`src/rtl/mpwm_pkg.sv`:
```
// Shared constants and helpers for the motor PWM drive.
// Assumes the period value is a 4-bit field and the speed magnitude is 7 bits.
package mpwm_pkg;
    localparam int unsigned PER_W       = 4;
    localparam int unsigned SPD_W       = 7;
    localparam int unsigned RATE_W      = 8;
    localparam int unsigned DEFAULT_PER = 8;

    // Replace an all-zero period value with the default.
    function automatic logic [PER_W-1:0] norm_period(input logic [PER_W-1:0] raw);
        return (raw == '0) ? PER_W'(DEFAULT_PER) : raw;
    endfunction
endpackage

```
`src/rtl/mpwm_period_gen.sv`:
```
// Period generator: latches the period value at each boundary and counts
// clocks through one PWM period of (P << STEP_SHIFT) * 2^SPD_W ticks.
// Assumes the latched P is never zero (norm_period guarantees it).
module mpwm_period_gen #(
    parameter int unsigned PER_W      = mpwm_pkg::PER_W,
    parameter int unsigned SPD_W      = mpwm_pkg::SPD_W,
    parameter int unsigned STEP_SHIFT = 3,
    localparam int unsigned CNT_W     = PER_W + STEP_SHIFT + SPD_W
) (
    input  logic             clk,
    input  logic             rst_n,
    input  logic [PER_W-1:0] period_set,
    output logic [PER_W-1:0] per_q,
    output logic [CNT_W-1:0] tick,
    output logic             per_end
);
    logic [CNT_W-1:0] per_len;
    logic [CNT_W-1:0] last_tick;

    // Period length and last tick index of the running period.
    always_comb begin
        per_len   = CNT_W'(per_q) << (STEP_SHIFT + SPD_W);
        last_tick = per_len - CNT_W'(1);
        per_end   = (tick == last_tick);
    end

    // Tick counter and boundary-time sampling of the period value.
    always_ff @(posedge clk) begin
        if (!rst_n) begin
            tick  <= '0;
            per_q <= mpwm_pkg::norm_period(period_set);
        end else if (per_end) begin
            tick  <= '0;
            per_q <= mpwm_pkg::norm_period(period_set);
        end else begin
            tick  <= tick + CNT_W'(1);
        end
    end

    // the period value moves only at a boundary.
    assert_period_hold_R11: assert property (@(posedge clk) disable iff (!rst_n)
        !per_end |=> $stable(per_q));
endmodule

```
`src/rtl/mpwm_ramp.sv`:
```
// Speed ramp: once per PWM period it moves the current speed toward the
// effective target through a P-weighted accumulator. The direction flips
// only at zero speed. An emergency stop zeroes the speed at once.
// Assumes per_end is a one-cycle strobe at the last tick of each period.
module mpwm_ramp #(
    parameter int unsigned PER_W  = mpwm_pkg::PER_W,
    parameter int unsigned SPD_W  = mpwm_pkg::SPD_W,
    parameter int unsigned RATE_W = mpwm_pkg::RATE_W,
    localparam int unsigned ACC_W = RATE_W + 1
) (
    input  logic              clk,
    input  logic              rst_n,
    input  logic              per_end,
    input  logic [PER_W-1:0]  per_q,
    input  logic [SPD_W:0]    desired,
    input  logic [RATE_W-1:0] accel,
    input  logic [RATE_W-1:0] decel,
    input  logic              estop,
    output logic [SPD_W-1:0]  spd_q,
    output logic              dir_q
);
    logic [ACC_W-1:0]  acc_q, acc_n, acc_sum;
    logic [ACC_W:0]    sum_w;
    logic [SPD_W-1:0]  spd_n, tgt;
    logic              dir_n, rising;
    logic [RATE_W-1:0] rate;

    // Effective target, active rate and saturating accumulator sum.
    always_comb begin
        tgt     = (desired[SPD_W] != dir_q) ? '0 : desired[SPD_W-1:0];
        rising  = (tgt > spd_q);
        rate    = rising ? accel : decel;
        sum_w   = {1'b0, acc_q} + (ACC_W+1)'(per_q);
        acc_sum = sum_w[ACC_W] ? '1 : sum_w[ACC_W-1:0];
    end

    // Next-state decision for speed, direction and accumulator.
    always_comb begin
        spd_n = spd_q;
        dir_n = dir_q;
        acc_n = acc_q;
        if (per_end) begin
            if (tgt == spd_q) begin
                acc_n = '0;
                dir_n = desired[SPD_W];
            end else begin
                acc_n = acc_sum;
                if (rate == '0) begin
                    spd_n = tgt;
                end else if (acc_sum >= ACC_W'(rate)) begin
                    acc_n = acc_sum - ACC_W'(rate);
                    spd_n = rising ? spd_q + SPD_W'(1) : spd_q - SPD_W'(1);
                end
            end
        end
        if (estop) spd_n = '0;
    end

    // State registers.
    always_ff @(posedge clk) begin
        if (!rst_n) begin
            spd_q <= '0;
            dir_q <= 1'b0;
            acc_q <= '0;
        end else begin
            spd_q <= spd_n;
            dir_q <= dir_n;
            acc_q <= acc_n;
        end
    end

    // the speed is frozen between boundaries unless an emergency stop occurs.
    assert_speed_hold_R4: assert property (@(posedge clk) disable iff (!rst_n)
        (!per_end && !estop) |=> $stable(spd_q));
    // with a nonzero rate a boundary moves the speed by at most one step.
    assert_single_step_R4: assert property (@(posedge clk) disable iff (!rst_n)
        (per_end && !estop && rate != '0) |=>
            (spd_q == $past(spd_q)) || (spd_q == $past(spd_q) + SPD_W'(1))
            || (spd_q == $past(spd_q) - SPD_W'(1)));
    // the direction changes only when the speed was zero.
    assert_dir_at_zero_R7: assert property (@(posedge clk) disable iff (!rst_n)
        !$stable(dir_q) |-> ($past(spd_q) == '0));
    // an emergency stop leaves zero speed on the next edge.
    assert_estop_zero_R9: assert property (@(posedge clk) disable iff (!rst_n)
        estop |=> (spd_q == '0));
endmodule

```
`src/rtl/mpwm_pwm_out.sv`:
```
// PWM comparator: the output is high while the tick count is below
// (P * speed) << STEP_SHIFT, which gives a duty cycle of speed / 2^SPD_W.
// Assumes tick restarts at 0 on each period boundary.
module mpwm_pwm_out #(
    parameter int unsigned PER_W      = mpwm_pkg::PER_W,
    parameter int unsigned SPD_W      = mpwm_pkg::SPD_W,
    parameter int unsigned STEP_SHIFT = 3,
    localparam int unsigned CNT_W     = PER_W + STEP_SHIFT + SPD_W
) (
    input  logic [CNT_W-1:0] tick,
    input  logic [PER_W-1:0] per_q,
    input  logic [SPD_W-1:0] spd,
    output logic             pwm
);
    logic [CNT_W-1:0] on_ticks;

    // On-time from the latched period value and the current speed.
    always_comb begin
        on_ticks = CNT_W'(CNT_W'(per_q) * CNT_W'(spd)) << STEP_SHIFT;
        pwm      = (spd != '0) && (tick < on_ticks);
    end
endmodule

```
`src/rtl/mpwm_motor_drive.sv`:
```
// Top level of the motor PWM drive: period generator, speed ramp and PWM
// comparator. Direction pins are driven complementary from the ramp's direction.
// Assumes estop is synchronous to clk.
module mpwm_motor_drive #(
    parameter int unsigned PER_W      = mpwm_pkg::PER_W,
    parameter int unsigned SPD_W      = mpwm_pkg::SPD_W,
    parameter int unsigned RATE_W     = mpwm_pkg::RATE_W,
    parameter int unsigned STEP_SHIFT = 3
) (
    input  logic              clk,
    input  logic              rst_n,
    input  logic [SPD_W:0]    desired_speed,
    input  logic [PER_W-1:0]  period_set,
    input  logic [RATE_W-1:0] accel_rate,
    input  logic [RATE_W-1:0] decel_rate,
    input  logic              estop,
    output logic              pwm_out,
    output logic              dir_fwd,
    output logic              dir_rev,
    output logic [SPD_W:0]    cur_speed
);
    localparam int unsigned CNT_W = PER_W + STEP_SHIFT + SPD_W;

    logic [PER_W-1:0] per_q;
    logic [CNT_W-1:0] tick;
    logic             per_end;
    logic [SPD_W-1:0] spd_q;
    logic             dir_q;

    mpwm_period_gen #(.PER_W(PER_W), .SPD_W(SPD_W), .STEP_SHIFT(STEP_SHIFT)) u_period (
        .clk(clk), .rst_n(rst_n), .period_set(period_set),
        .per_q(per_q), .tick(tick), .per_end(per_end));

    mpwm_ramp #(.PER_W(PER_W), .SPD_W(SPD_W), .RATE_W(RATE_W)) u_ramp (
        .clk(clk), .rst_n(rst_n), .per_end(per_end), .per_q(per_q),
        .desired(desired_speed), .accel(accel_rate), .decel(decel_rate),
        .estop(estop), .spd_q(spd_q), .dir_q(dir_q));

    mpwm_pwm_out #(.PER_W(PER_W), .SPD_W(SPD_W), .STEP_SHIFT(STEP_SHIFT)) u_pwm (
        .tick(tick), .per_q(per_q), .spd(spd_q), .pwm(pwm_out));

    // Port mapping of direction and reported speed.
    always_comb begin
        dir_fwd   = dir_q;
        dir_rev   = ~dir_q;
        cur_speed = {dir_q, spd_q};
    end

    // no drive pulse while the reported speed is zero.
    assert_idle_low_R3: assert property (@(posedge clk) disable iff (!rst_n)
        (cur_speed[SPD_W-1:0] == '0) |-> !pwm_out);
endmodule

```
`config.mk`:
```
export PLATFORM = sky130hd
export DESIGN_NAME = mpwm_motor_drive
export DESIGN_NICKNAME = d
export VERILOG_FILES = /design/src/rtl/mpwm_pkg.sv /design/src/rtl/mpwm_period_gen.sv /design/src/rtl/mpwm_ramp.sv /design/src/rtl/mpwm_pwm_out.sv /design/src/rtl/mpwm_motor_drive.sv
export SDC_FILE = /design/constraint.sdc
export NUM_CORES = 1
export LEC_CHECK = 0
export ABC_AREA = 1
export CAP_MARGIN = 20
export CORE_AREA = 2 2 130 132
export CTS_BUF_LIST = sky130_fd_sc_hd__clkbuf_16
export DETAILED_ROUTE_END_ITERATION = 10
export DIE_AREA = 0 0 132 134
export DONT_BUFFER_PORTS = 1
export GPL_TIMING_DRIVEN = 0
export PLACE_DENSITY = 0.48
export SLEW_MARGIN = 20
export SYNTH_ARGS = -nofsm -noshare
export SYNTH_HDL_FRONTEND = slang
export SYNTH_SLANG_ARGS = --single-unit
export TNS_END_PERCENT = 5
```
`constraint.sdc`:
```
create_clock -name clk -period 7.25 [get_ports clk]
set_input_delay 0.3625 -clock clk [delete_from_list [all_inputs] [get_ports clk]]
set_output_delay 0.3625 -clock clk [all_outputs]
set_load 0.01 [all_outputs]
```
# Word-level counts from Yosys, hierarchy flattened
# Cells that the tools add are included.
[word_totals]
reg_bits = 35
in_bits = 31
word_cells = 43
[classes]
n_addsub = 6
n_mul = 1
magnitude_cmp = 3
eq_ne = 4
mux = 12
bitwise_logic = 3
reduce_logical = 9
[op_table]
columns = ["op", "n"]
rows = [
  ["$mux W9", 4],
  ["$mux W7", 4],
  ["$add A14 B1 Y14 const B", 1],
  ["$eq A14 B14 Y1", 1],
  ["$lt A14 B14 Y1", 1],
  ["$sub A14 B1 Y14 const B", 1],
  ["$mux W4", 3],
  ["$mul A4 B7 Y11", 1],
  ["$add A9 B4 Y10", 1],
  ["$ge A9 B8 Y1", 1],
  ["$sub A9 B8 Y9", 1],
  ["$logic_not A8 Y1", 1],
  ["$mux W8", 1],
  ["$add A7 B1 Y7 const B", 1],
  ["$eq A7 B7 Y1", 1],
  ["$gt A7 B7 Y1", 1],
  ["$reduce_bool A7 Y1", 1],
  ["$sub A7 B1 Y7 const B", 1],
  ["$logic_not A4 Y1", 1],
  ["$reduce_or A2 Y1", 2],
  ["$not A1 Y1", 3],
  ["$reduce_and A3 Y1", 1],
  ["$ne A2 B1 Y1 const B", 1],
  ["$reduce_and A2 Y1", 1],
  ["other kinds (3)", 3],
]

# Longest topological paths before layout
[logic_depth]
word_depth = 8
ltp_mapped = 26
ltp_nobuf = 25

# Cells and area by module
# From an unflattened synthesis, not the netlist that was laid out.
[unflattened]
hier_cells = 693
area_unflattened_um2 = 4385.5
[by_module_without_submodules]
columns = ["module", "n_inst", "cells_each", "area_per_inst_um2", "seq_area_each_um2"]
rows = [
  ["mpwm_ramp", 1, 359, 2210.9, 340.3],
  ["mpwm_pwm_out", 1, 200, 1173.6, 0.0],
  ["mpwm_period_gen", 1, 132, 989.7, 400.4],
  ["mpwm_motor_drive", 1, 2, 11.3, 0.0],
]

# Worst setup path before layout
# Ideal clock, no wire load.
[synth_timing]
path_kind = "register -> output"
from = "register u_period.per_q[1]"
to = "output pwm_out"
arrival_time_ns = 4.081
required_time_ns = 6.888
path_slack_ns = 2.806
path_stages_with_launch = 20
cell_sequence = "edfxtp_1 > clkbuf_1 > nand2_1 > fa_1 > inv_1 > fa_1 > inv_1 > fa_1 > o21ai_0 > a21oi_1 > o21ai_0 > a21o_1 > a21oi_1 > xor2_1 > ha_1 > nand2_1 > nor2_1 > nand3_1 > o2111ai_1 > a41oi_1"
[synth_via]
elab_chain_cells = 3
[synth_lines]
columns = ["element", "line", "text"]
rows = [
  ["start, declared", "mpwm_period_gen.sv:13", "output logic [PER_W-1:0] per_q,"],
  ["start signal, assigned", "mpwm_period_gen.sv:31", "per_q <= mpwm_pkg::norm_period(period_set);"],
  ["start signal, assigned", "mpwm_period_gen.sv:34", "per_q <= mpwm_pkg::norm_period(period_set);"],
  ["$mul A4 B7 Y11", "mpwm_pwm_out.sv:19", "on_ticks = CNT_W'(CNT_W'(per_q) * CNT_W'(spd)) << STEP_SHIFT;"],
  ["$lt A14 B14 Y1", "mpwm_pwm_out.sv:20", "pwm = (spd != '0) && (tick < on_ticks);"],
  ["$logic_and A1 B1 Y1", "mpwm_pwm_out.sv:20", ""],
  ["end, declared", "mpwm_motor_drive.sv:17", "output logic pwm_out,"],
]
# No other way between the ends.

# Final worst setup path
# Ends and elaborated chain as after synthesis.

==> metrics.txt <==
setup repair bufs after CTS=0; synthesis warning total=0; core footprint=0.01629 mm²; first-pass GRT wire length=16440 µm; CTS tree=yes; syn avg cell area=6.716 µm²; multi-input combinational cell area=0.002769 mm²; cts repair resizes=0; post-synthesis register bit count=35; vias per inst=4.276; Worst setup EP type=primary output; Worst path slowest cell=fa_1; total CTS buffers=5; Post-synth EDFFs=4; pre-CTS setup slack=2058 ps; worst-path maximum fanout=9; Port-buffer cells=0; FFs w/ async S/R, synth=0; via count=3532; CP arrival=5140 ps; period utilization=0.7591; FF+latch area=740.7 µm²; worst vdd ir=83.09 µV; layout cells sized above 1=0.06601; grt ovf=0; most frequent cells in the layout=155 x nand2_1, 113 x inv_1, 51 x ha_1, 44 x nor2_1, 39 x nand3_1; most common cell after layout, fill and taps aside=nand2_1; Hold Fails Final Rpt=0; iteration count of the initial detailed-routing pass=4; post-DP HPWL=7836 µm; Hold Crit Class=in2reg; Detailed Route WL=9584 µm; critical path class=reg2out; max_cap viols=0; Data required, critical path=6890 ps; htree depth=2; Layout area overhead=10.90%; Mapped Area=0.004016 mm²; Initial Util=0.2466; Clock Skews=6.245 ps; Filler Cells Inserted=1828; # IOs=42; outcome=finished, final reports clean; Initial DRC Count=123; clock root buffer=clkbuf_16; Yosys cell types=38; die area=0.01769 mm²; P per Cell Area=125.6 mW/mm²; RSZ-0062 raised after global routing=no; CTS Sinks=35; die width=132 µm; critical path cell sequence=clkbuf_1 > nand2_1 > fa_1 > inv_1 > fa_1 > inv_1 > fa_1 > o21ai_0 > a21oi_1 > o21ai_0 > a21o_1 > a21oi_1 > xor2_1 > ha_1 > nand2_1 > nor2_1 > nand3_1 > o2111ai_1 > a41oi_1; worst setup margin=1746 ps; worst-margin pin slew=620.9 ps; Final Slew Violations=0; post-synthesis sequential area ratio=0.1844; Ant. Diodes=0; clk slew on worst S/H paths=60 ps; slowest stage delay, CP=570 ps; DRC viols=0; max_slew headroom=0.5855; TNS Setup=0 ps; hold_buf cts=0; Die Height=134 µm; initial antenna violation count=0; largest net degree at the start of global routing=16; most used cell, CP=fa_1; clock insertion delay at the later pin of the skew report=280 ps; Rows=47; Synth Flop Type=dfxtp_1; CTS max path bufs=2; final setup fails=0; Post-Synthesis Cells=598; Critical Path Source Type=flop; syn nets=693; nets@finish=700; drt wl/cell=11.60 µm; RePlAce Congestion=0.7378; min Tclk post-route=5504 ps; FMAX=181.7 MHz; Detail Route Antenna Nets=0; Pleak=0.002400 µW; total track usage=0.1133; vias in the first global route=3493
-- synthesized netlist by cell type (all sizes together), types with 8 or more instances --
| cell type | count | area, µm² |
|---|---|---|
| nor3 | 8 | 45.04 |
| buf | 10 | 71.32 |
| ha | 51 | 638.1 |
| nand2 | 168 | 686.9 |
| xor2 | 20 | 175.2 |
| o21ai | 17 | 85.08 |
| xnor2 | 9 | 78.83 |
| a21oi | 36 | 183.9 |
| inv | 112 | 420.4 |
| fa | 13 | 260.3 |
| dfxtp | 31 | 620.6 |
| nand3 | 39 | 195.2 |
| nor2 | 47 | 198.9 |
-- logic make-up after synthesis --
family,after synthesis,synth area share
adder cells (fa/ha/maj),64,0.2237
AO/OA/AOI/OAI,61,0.08225
AND/OR/NAND/NOR,283,0.3202
buffers and inverters,126,0.1262
flip-flops,35,0.1844
XOR/XNOR,29,0.06324
-- routing by layer --
metal  up-vias  track usage  routed length, µm
met5         -            0                  0
met2        30       0.2011               4548
met4         0      0.02114                 91
li1       1896            -                  -
met3         8      0.02268                323
met1      1598       0.1432               4620
-- flip-flops by register name, summed over array words and instances, names as in the netlist --
signal / count
u_ramp.dir_q: 1
u_ramp.spd_q: 7
u_period.tick: 14
u_ramp.acc_q: 9
u_period.per_q: 4
-- critical path, delay by kind of cell (launching register included) --
| kind | cells | cell delay, ps |
|---|---|---|
| simple gates | 4 | 370 |
| fa+ha+maj | 4 | 1820 |
| compound gates | 7 | 1460 |
| flops | 1 | 420 |
| xor+xnor | 1 | 150 |
| buf+inv | 3 | 630 |
-- per-stage QoR --
step | util | cell area, µm² | power [µW] | std cells | hold slack (ps)
3_5_place_dp | 0.2635 | 4292 | 328.0 | 818 | 441.0
2_1_floorplan | - | 4016 | 303.3 | 598 | 417.5
6_report | 0.2734 | 4454 | 559.3 | 826 | 250.2
3_3_place_gp | 0.2635 | 4292 | 327.5 | 818 | 432.3
5_1_grt | 0.2734 | 4454 | 590.7 | 826 | 250.3
4_1_cts | 0.2734 | 4454 | 567.4 | 826 | 245.9
-- final timing paths --
kind / from / end / slack [ps] / cells past startpoint
setup / recovery: u_period.per_q[1] / pwm_out / 1750 / 19
hold / removal: period_set[2] / u_period.per_q[2] / 250 / 1
setup reg to reg: u_ramp.dir_q / u_ramp.acc_q[7] / 3050 / 25
hold reg to reg: u_period.tick[0] / u_period.tick[0] / 450 / 1
-- layout make-up --
cell class,count,area share
multi-input cells,437,0.6216
well taps,220,0.06180
inverters,112,0.09438
flip-flops and latches,35,0.1663
clock inverters,3,0.008427
clock buffers,5,0.02809
plain buffers,14,0.01938
-- power breakdown --
part / internal (µW) / leakage (µW) / switching (µW)
Combinational: 44.4 / 0.00202 / 77.3
Sequential: 199 / 0.000289 / 1.91
Clock: 160 / 0.0000864 / 77.3
Power figures use the tool's default switching activity.
